==> config.mk <==
export PLATFORM = sky130hd
export DESIGN_NAME = tdm_rx_router
export DESIGN_NICKNAME = d
export VERILOG_FILES = /design/src/rtl/tdm_rt_pkg.sv /design/src/rtl/tdm_slot_table.sv /design/src/rtl/tdm_slot_walker.sv /design/src/rtl/tdm_chan_packer.sv /design/src/rtl/tdm_rx_router.sv
export SDC_FILE = /design/constraint.sdc
export NUM_CORES = 2
export LEC_CHECK = 0
export BUFFER_PORTS_ARGS = -buffer_cell sky130_fd_sc_hd__buf_4
export CAP_MARGIN = 20
export CORE_AREA = 2 2 336 338
export DETAILED_ROUTE_END_ITERATION = 7
export DIE_AREA = 0 0 338 340
export PLACE_DENSITY = 0.76
export SETUP_SLACK_MARGIN = 0.02
export SYNTH_ARGS = -nofsm -noshare
export SYNTH_HDL_FRONTEND = slang
export SYNTH_SLANG_ARGS = --single-unit
==> constraint.sdc <==
create_clock -name clk -period 3.75 [get_ports clk]
set_clock_uncertainty 0.2 [all_clocks]
set_input_delay 0.5625 -clock clk [delete_from_list [all_inputs] [get_ports clk]]
set_output_delay 0.5625 -clock clk [all_outputs]
set_load 0.01 [all_outputs]
==> src/rtl/tdm_rt_pkg.sv <==
package tdm_rt_pkg;
   localparam int SLOT_BITS = 8;
   localparam int BPOS_W    = $clog2(SLOT_BITS);

   typedef logic [BPOS_W-1:0] bpos_t;

   typedef enum logic {
      WALK_IDLE = 1'b0,
      WALK_RUN  = 1'b1
   } walk_st_e;
endpackage

==> src/rtl/tdm_slot_table.sv <==
module tdm_slot_table #(
   parameter int SLOTS = 64,
   parameter int ENT_W = 16,
   localparam int SLOT_W = $clog2(SLOTS)
) (
   input  logic              clk,
   input  logic              rst_n,
   input  logic              we,
   input  logic [SLOT_W-1:0] waddr,
   input  logic [ENT_W-1:0]  wdata,
   input  logic [SLOT_W-1:0] raddr,
   output logic [ENT_W-1:0]  rdata
);
   logic [ENT_W-1:0] ent_w [SLOTS];

   for (genvar g = 0; g < SLOTS; g++) begin : g_ent
      logic [ENT_W-1:0] ent_r;
      always_ff @(posedge clk or negedge rst_n) begin
         if (!rst_n)
            ent_r <= '0;
         else if (we && waddr == SLOT_W'(g))
            ent_r <= wdata;
      end
      assign ent_w[g] = ent_r;
   end

   assign rdata = ent_w[raddr];
endmodule

==> src/rtl/tdm_slot_walker.sv <==
module tdm_slot_walker
   import tdm_rt_pkg::*;
#(
   parameter int SLOTS = 64,
   localparam int SLOT_W = $clog2(SLOTS)
) (
   input  logic              clk,
   input  logic              rst_n,
   input  logic              bit_en,
   input  logic              fsync,
   input  logic              ent_last,
   output logic              cur_active,
   output logic [SLOT_W-1:0] cur_slot,
   output bpos_t             cur_bpos
);
   walk_st_e          st_q;
   logic [SLOT_W-1:0] slot_q;
   bpos_t             bpos_q;
   logic              slot_end;
   logic              frame_end;

   assign cur_active = bit_en && (fsync || st_q == WALK_RUN);
   assign cur_slot   = fsync ? '0 : slot_q;
   assign cur_bpos   = fsync ? '0 : bpos_q;
   assign slot_end   = cur_bpos == bpos_t'(SLOT_BITS - 1);
   assign frame_end  = ent_last || cur_slot == SLOT_W'(SLOTS - 1);

   always_ff @(posedge clk or negedge rst_n) begin
      if (!rst_n) begin
         st_q   <= WALK_IDLE;
         slot_q <= '0;
         bpos_q <= '0;
      end else if (cur_active) begin
         if (slot_end) begin
            bpos_q <= '0;
            if (frame_end) begin
               st_q   <= WALK_IDLE;
               slot_q <= '0;
            end else begin
               st_q   <= WALK_RUN;
               slot_q <= cur_slot + SLOT_W'(1);
            end
         end else begin
            st_q   <= WALK_RUN;
            slot_q <= cur_slot;
            bpos_q <= cur_bpos + bpos_t'(1);
         end
      end
   end

   // an idle walk only leaves idle on a frame-sync bit
   assert_idle_hold_R7: assert property (@(posedge clk) disable iff (!rst_n)
      (st_q == WALK_IDLE && !(bit_en && fsync)) |=> st_q == WALK_IDLE);

   // a frame-sync bit always lands on slot 0, bit 0
   assert_fsync_restart_R9: assert property (@(posedge clk) disable iff (!rst_n)
      (bit_en && fsync) |=> (st_q == WALK_RUN && slot_q == '0 && bpos_q == bpos_t'(1)));
endmodule

==> src/rtl/tdm_chan_packer.sv <==
module tdm_chan_packer
   import tdm_rt_pkg::*;
#(
   parameter int  NUM_CH    = 32,
   parameter bit  LSB_FIRST = 1'b1,
   localparam int CH_W      = $clog2(NUM_CH)
) (
   input  logic                 clk,
   input  logic                 rst_n,
   input  logic                 del_vld,
   input  logic [CH_W-1:0]      del_ch,
   input  logic                 del_bit,
   output logic                 byte_vld,
   output logic [CH_W-1:0]      byte_ch,
   output logic [SLOT_BITS-1:0] byte_data
);
   logic [SLOT_BITS-1:0] sh_w  [NUM_CH];
   bpos_t                cnt_w [NUM_CH];
   logic [SLOT_BITS-1:0] sh_sel;
   logic [SLOT_BITS-1:0] sh_nxt;
   bpos_t                cnt_sel;

   assign sh_sel  = sh_w[del_ch];
   assign cnt_sel = cnt_w[del_ch];

   if (LSB_FIRST) begin : g_lsb
      assign sh_nxt = {del_bit, sh_sel[SLOT_BITS-1:1]};
   end else begin : g_msb
      assign sh_nxt = {sh_sel[SLOT_BITS-2:0], del_bit};
   end

   for (genvar g = 0; g < NUM_CH; g++) begin : g_ch
      logic [SLOT_BITS-1:0] sh_r;
      bpos_t                cnt_r;
      always_ff @(posedge clk or negedge rst_n) begin
         if (!rst_n) begin
            sh_r  <= '0;
            cnt_r <= '0;
         end else if (del_vld && del_ch == CH_W'(g)) begin
            sh_r  <= sh_nxt;
            cnt_r <= cnt_r + bpos_t'(1);
         end
      end
      assign sh_w[g]  = sh_r;
      assign cnt_w[g] = cnt_r;
   end

   always_ff @(posedge clk or negedge rst_n) begin
      if (!rst_n) begin
         byte_vld  <= 1'b0;
         byte_ch   <= '0;
         byte_data <= '0;
      end else begin
         byte_vld  <= del_vld && cnt_sel == bpos_t'(SLOT_BITS - 1);
         byte_ch   <= del_ch;
         byte_data <= sh_nxt;
      end
   end

   // a byte strobe always follows a delivered bit
   assert_byte_src_R8: assert property (@(posedge clk) disable iff (!rst_n)
      byte_vld |-> $past(del_vld));

   // the strobe lasts one cycle unless another channel byte completes
   assert_byte_pulse_R8: assert property (@(posedge clk) disable iff (!rst_n)
      (byte_vld && !del_vld) |=> !byte_vld);
endmodule

==> src/rtl/tdm_rx_router.sv <==
module tdm_rx_router
   import tdm_rt_pkg::*;
#(
   parameter int  SLOTS     = 64,
   parameter int  PTR_W     = 6,
   parameter int  ADDR_LO_W = 6,
   parameter bit  LSB_FIRST = 1'b1,
   localparam int SLOT_W    = $clog2(SLOTS),
   localparam int ENT_W     = 2 + PTR_W + SLOT_BITS,
   localparam int ADDR_W    = PTR_W + ADDR_LO_W,
   localparam int CH_W      = PTR_W - 1,
   localparam int NUM_CH    = 2 ** CH_W
) (
   input  logic                 clk,
   input  logic                 rst_n,
   input  logic                 bit_en,
   input  logic                 tdm_bit,
   input  logic                 fsync,
   input  logic                 tbl_we,
   input  logic [SLOT_W-1:0]    tbl_addr,
   input  logic [ENT_W-1:0]     tbl_wdata,
   output logic                 byte_valid,
   output logic [ADDR_W-1:0]    byte_addr,
   output logic [SLOT_BITS-1:0] byte_data,
   output logic                 ptr_err
);
   initial begin
      assert (SLOTS >= 2 && SLOTS <= 2 ** SLOT_W)
         else $error("SLOTS out of range");
      assert (PTR_W >= 2)
         else $error("PTR_W must be at least 2");
   end

   logic [ENT_W-1:0]     ent;
   logic                 ent_valid;
   logic                 ent_last;
   logic [PTR_W-1:0]     ent_ptr;
   logic [SLOT_BITS-1:0] ent_mask;
   logic                 ptr_bad;
   logic                 cur_active;
   logic [SLOT_W-1:0]    cur_slot;
   bpos_t                cur_bpos;
   logic                 del_vld;
   logic [CH_W-1:0]      byte_ch;

   tdm_slot_table #(.SLOTS(SLOTS), .ENT_W(ENT_W)) u_table (
      .clk   (clk),
      .rst_n (rst_n),
      .we    (tbl_we),
      .waddr (tbl_addr),
      .wdata (tbl_wdata),
      .raddr (cur_slot),
      .rdata (ent)
   );

   assign ent_valid = ent[ENT_W-1];
   assign ent_last  = ent[ENT_W-2];
   assign ent_ptr   = ent[SLOT_BITS +: PTR_W];
   assign ent_mask  = ent[SLOT_BITS-1:0];
   assign ptr_bad   = ent_ptr[PTR_W-1];

   tdm_slot_walker #(.SLOTS(SLOTS)) u_walker (
      .clk        (clk),
      .rst_n      (rst_n),
      .bit_en     (bit_en),
      .fsync      (fsync),
      .ent_last   (ent_last),
      .cur_active (cur_active),
      .cur_slot   (cur_slot),
      .cur_bpos   (cur_bpos)
   );

   assign del_vld = cur_active && ent_valid && !ptr_bad && ent_mask[cur_bpos];

   tdm_chan_packer #(.NUM_CH(NUM_CH), .LSB_FIRST(LSB_FIRST)) u_packer (
      .clk       (clk),
      .rst_n     (rst_n),
      .del_vld   (del_vld),
      .del_ch    (ent_ptr[CH_W-1:0]),
      .del_bit   (tdm_bit),
      .byte_vld  (byte_valid),
      .byte_ch   (byte_ch),
      .byte_data (byte_data)
   );

   assign byte_addr = {1'b0, byte_ch, {ADDR_LO_W{1'b0}}};

   always_ff @(posedge clk or negedge rst_n) begin
      if (!rst_n)
         ptr_err <= 1'b0;
      else
         ptr_err <= cur_active && ent_valid && ptr_bad && cur_bpos == '0;
   end

   // a rejected slot never completes a byte in the same cycle it is flagged
   assert_err_no_byte_R5: assert property (@(posedge clk) disable iff (!rst_n)
      ptr_err |-> !byte_valid);

   // the error is a single-cycle pulse
   assert_err_pulse_R5: assert property (@(posedge clk) disable iff (!rst_n)
      ptr_err |=> !ptr_err);
endmodule

==> impl_metrics.json <==
{
  "status": "finished with violations",
  "failing_checks": "negative setup slack",
  "remaining_drc_errors": 0,
  "cts_buffer_depth": 3,
  "maximum_number_of_pins_on_one_net_before_global_route_repair": 127,
  "number_of_enable_type_register_cells_in_the_synthesized_netlist": 0,
  "clkSlewWorstSetupHoldPaths_ps": 60,
  "htree_levels": 4,
  "pin_count": 50,
  "start_kind": "flop",
  "ys_warn_count": 0,
  "finalWorstPathRequiredPeriod_ps": 4640,
  "first_global_vias": 45700,
  "final_routed_wirelength_mm": 201,
  "initial_utilization_pct": 57.5,
  "post_drt_via_cell_ratio": 6.60,
  "wl_per_cell_um": 29.6,
  "dpl_worst_slack_ps": -1080,
  "grt_antenna_before_repair": 9,
  "core_area_um2": 112000,
  "groute.usage.overall_pct": 34.2,
  "vdd_drop_max_v": 0.000442,
  "dr_total_vias": 44900,
  "fraction_of_layout_cells_with_a_size_suffix_above_1_pct": 50.3,
  "finalWeightedCongestion": 0.991,
  "detailedPlacementHpwl_mm": 121,
  "die_w_um": 338,
  "reg_to_reg_critical_path_startpoint": "u_walker.slot_q[0]",
  "mostFrequentLayoutCells": "dfrtp_1, mux2_2, buf_4",
  "worstPathArrival_ps": 5080,
  "clock-sinks": 1369,
  "timing.critical_path.required_ps": 4190,
  "grt_overflow_total": 0,
  "synthesis.area_um2": 64100,
  "fin_util_pct": 70.3,
  "average_cell_area_after_synthesis_um2": 13.7,
  "setup_ws_post_layout_ps": -886,
  "setup_viol_count_final": 335,
  "crit_fanout": 14,
  "post-route-period-util_pct": 124,
  "worst-r2r-setup-slack_ps": -890,
  "syn2layout_area_growth_pct": 22.4,
  "worst_slew_margin_rel_pct": 20.9,
  "buffer_ports.inserted": 42,
  "criticalPathCategory": "reg -> reg",
  "leakage_power_uw": 0.0371,
  "layout_commonest_cell": "dfrtp_1",
  "grt_pass1_wl_mm": 295,
  "fp.dieArea_um2": 115000,
  "post_synth_inst_count": 4684,
  "insertion_delay_to_the_later_sink_of_the_worst_skew_pair_ps": 780,
  "actual_slew_at_the_worst_max_slew_pin_ps": 1180,
  "fillCellCount": 6966,
  "first_iter_violations": 5232,
  "postRouteAntennaNets": 0,
  "tritoncts": "built",
  "synth.yosys.seq_area_share_pct": 53.4,
  "total_power_per_unit_cell_area_nw_per_um2": 485,
  "ys_ff_latch": 1369,
  "most_used_flip_flop_cell_after_synthesis": "dfrtp_1",
  "holdCritPathClass": "in -> async",
  "rsz0062_at_grt": "yes",
  "dr.pass1.iters": 8,
  "cts_root_buf": "clkbuf_16",
  "post_synth_num_cell_types": 90,
  "core.rowCount": 123,
  "achievable-frequency_mhz": 216,
  "finish.net_count": 5238,
  "critical_path.endpoint_type": "flop",
  "die_height_um": 340,
  "timing.final.hold_violations": 0,
  "clock_buffer_count_from_cts": 146,
  "final_total_pwr_uw": 38100,
  "report.final.slew_viol_count": 0,
  "synth_async_sr_flop_share_pct": 100,
  "max-cap-violations": 0,
  "crit_start": "u_walker.slot_q[0]"
}
==> critical path, stage by stage (launching register included) <==
cell	delay, ps
dfrtp_4	570
buf_8	170
buf_12	140
buf_6	120
mux2_4	290
a22oi_2	270
a31oi_1	140
buf_4	180
nand4_1	220
and2_4	230
buf_12	140
buf_8	190
mux2i_1	210
nand2_1	190
a311oi_2	500
buf_4	210
nand2_4	70
buf_8	160
mux2_4	270
==> routing by layer <==
| metal | wire [µm] | track usage, % |
|---|---|---|
| met3 | 19300 | 8.73 |
| met4 | 12200 | 16.6 |
| met1 | 77300 | 45.7 |
| met5 | 44 | 0 |
| met2 | 92400 | 52.5 |
==> per-stage QoR <==
step | area (µm²) | setup TNS [ps] | hold slack [ps] | cells
CTS | 77100 | -147450 | 142 | 6749
detailed placement | 69700 | -260540 | 262 | 6384
global route | 78500 | -209820 | 183 | 6797
finish | 78500 | -204730 | 171 | 6801
floorplan | 64400 | -244 | 66.9 | 4690
global placement | 69700 | -256200 | 253 | 6384
==> cell families (layout without fill, tap and decap cells) <==
family,after synthesis,count (layout),share of synthesized area [%]
compound gates,515,515,5.63
xor+xnor,66,66,0.901
fa+ha+maj,36,36,0.702
buf+inv,435,1029,3.26
flops,1369,1369,53.4
mux,1710,1710,31.8
other cells,1,16,0.00585
simple gates,552,560,4.25
==> registers in the layout, summed over array words and instances, names as in the netlist <==
signal	flops
ptr_err	1
u_packer.byte_ch	5
u_packer.byte_data	8
u_packer.byte_vld	1
u_packer.g_ch.cnt_r	96
u_packer.g_ch.sh_r	224
u_table.g_ent.ent_r	1024
u_walker.bpos_q	3
u_walker.slot_q	6
u_walker.st_q	1
==> Yosys cell counts (all sizes together) (6+ instances only) <==
cell type  instances  area (µm²)
a211oi            25         193
a21oi             86         430
a221oi            24         210
a22o              22         193
a22oi             38         285
a311oi             9        78.8
a31oi             22         144
a32oi              7        61.3
and2              20         125
and3               9        56.3
buf              187        1160
clkbuf           230         863
dfrtp           1369       34300
ha                36         450
inv               16        60.1
mux2            1317       14800
mux2i            262        2630
mux4             131        2950
nand2            215         857
nand2b            14        87.6
nand3             54         270
nand3b            36         270
nand4             17         106
nor2             114         428
nor2b              9        56.3
nor3              20         144
nor3b              9        72.6
nor4               6        37.5
nor4b              8        70.1
o211ai            59         448
o21ai             96         480
o221ai            16         140
o22a               6        52.6
o22ai             28         175
o2bb2ai           16         140
o311ai             6        60.1
or2                9        56.3
or3                6        37.5
xnor2             50         438
xor2              16         140
==> cell type report <==
cell class              count  area [µm²]  share of cell area [%]
inverters                  18        80.1                   0.102
diodes                      9        22.5                  0.0287
well taps                1500        1880                    2.39
clock inverters            66         946                    1.21
multi-input cells        2894       29600                    37.7
repair buffers            745        7570                    9.65
flip-flops and latches   1369       34300                    43.7
clock buffers             200        4150                    5.28
==> final timing paths <==
kind                                              end  cells after the start
setup reg to reg             u_packer.g_ch[7].sh_r[1]                     18
hold / removal             u_table.g_ent[27].ent_r[1]                      2
max in group asynchronous  u_table.g_ent[55].ent_r[3]                      4
min in group clk           u_table.g_ent[4].ent_r[14]                      4
hold reg to reg            u_packer.g_ch[20].cnt_r[2]                      1
setup / recovery             u_packer.g_ch[7].sh_r[1]                     18
==> power breakdown <==
group	switching, µW	internal, µW
combinational	2820	2830
sequential	833	16300
clock	6270	9000
==> what timing repair did <==
item | 4_1_cts | 5_1_grt
endpoints found under the hold margin | 166 | 0
setup buffers | 70 | 38
pin swaps | 44 | 76
gates cloned | 28 | 8
hold buffers | 3 | 0
endpoints found under the setup margin | 335 | 335
gates resized for setup | 309 | 207
Power figures use the tool's default switching activity.
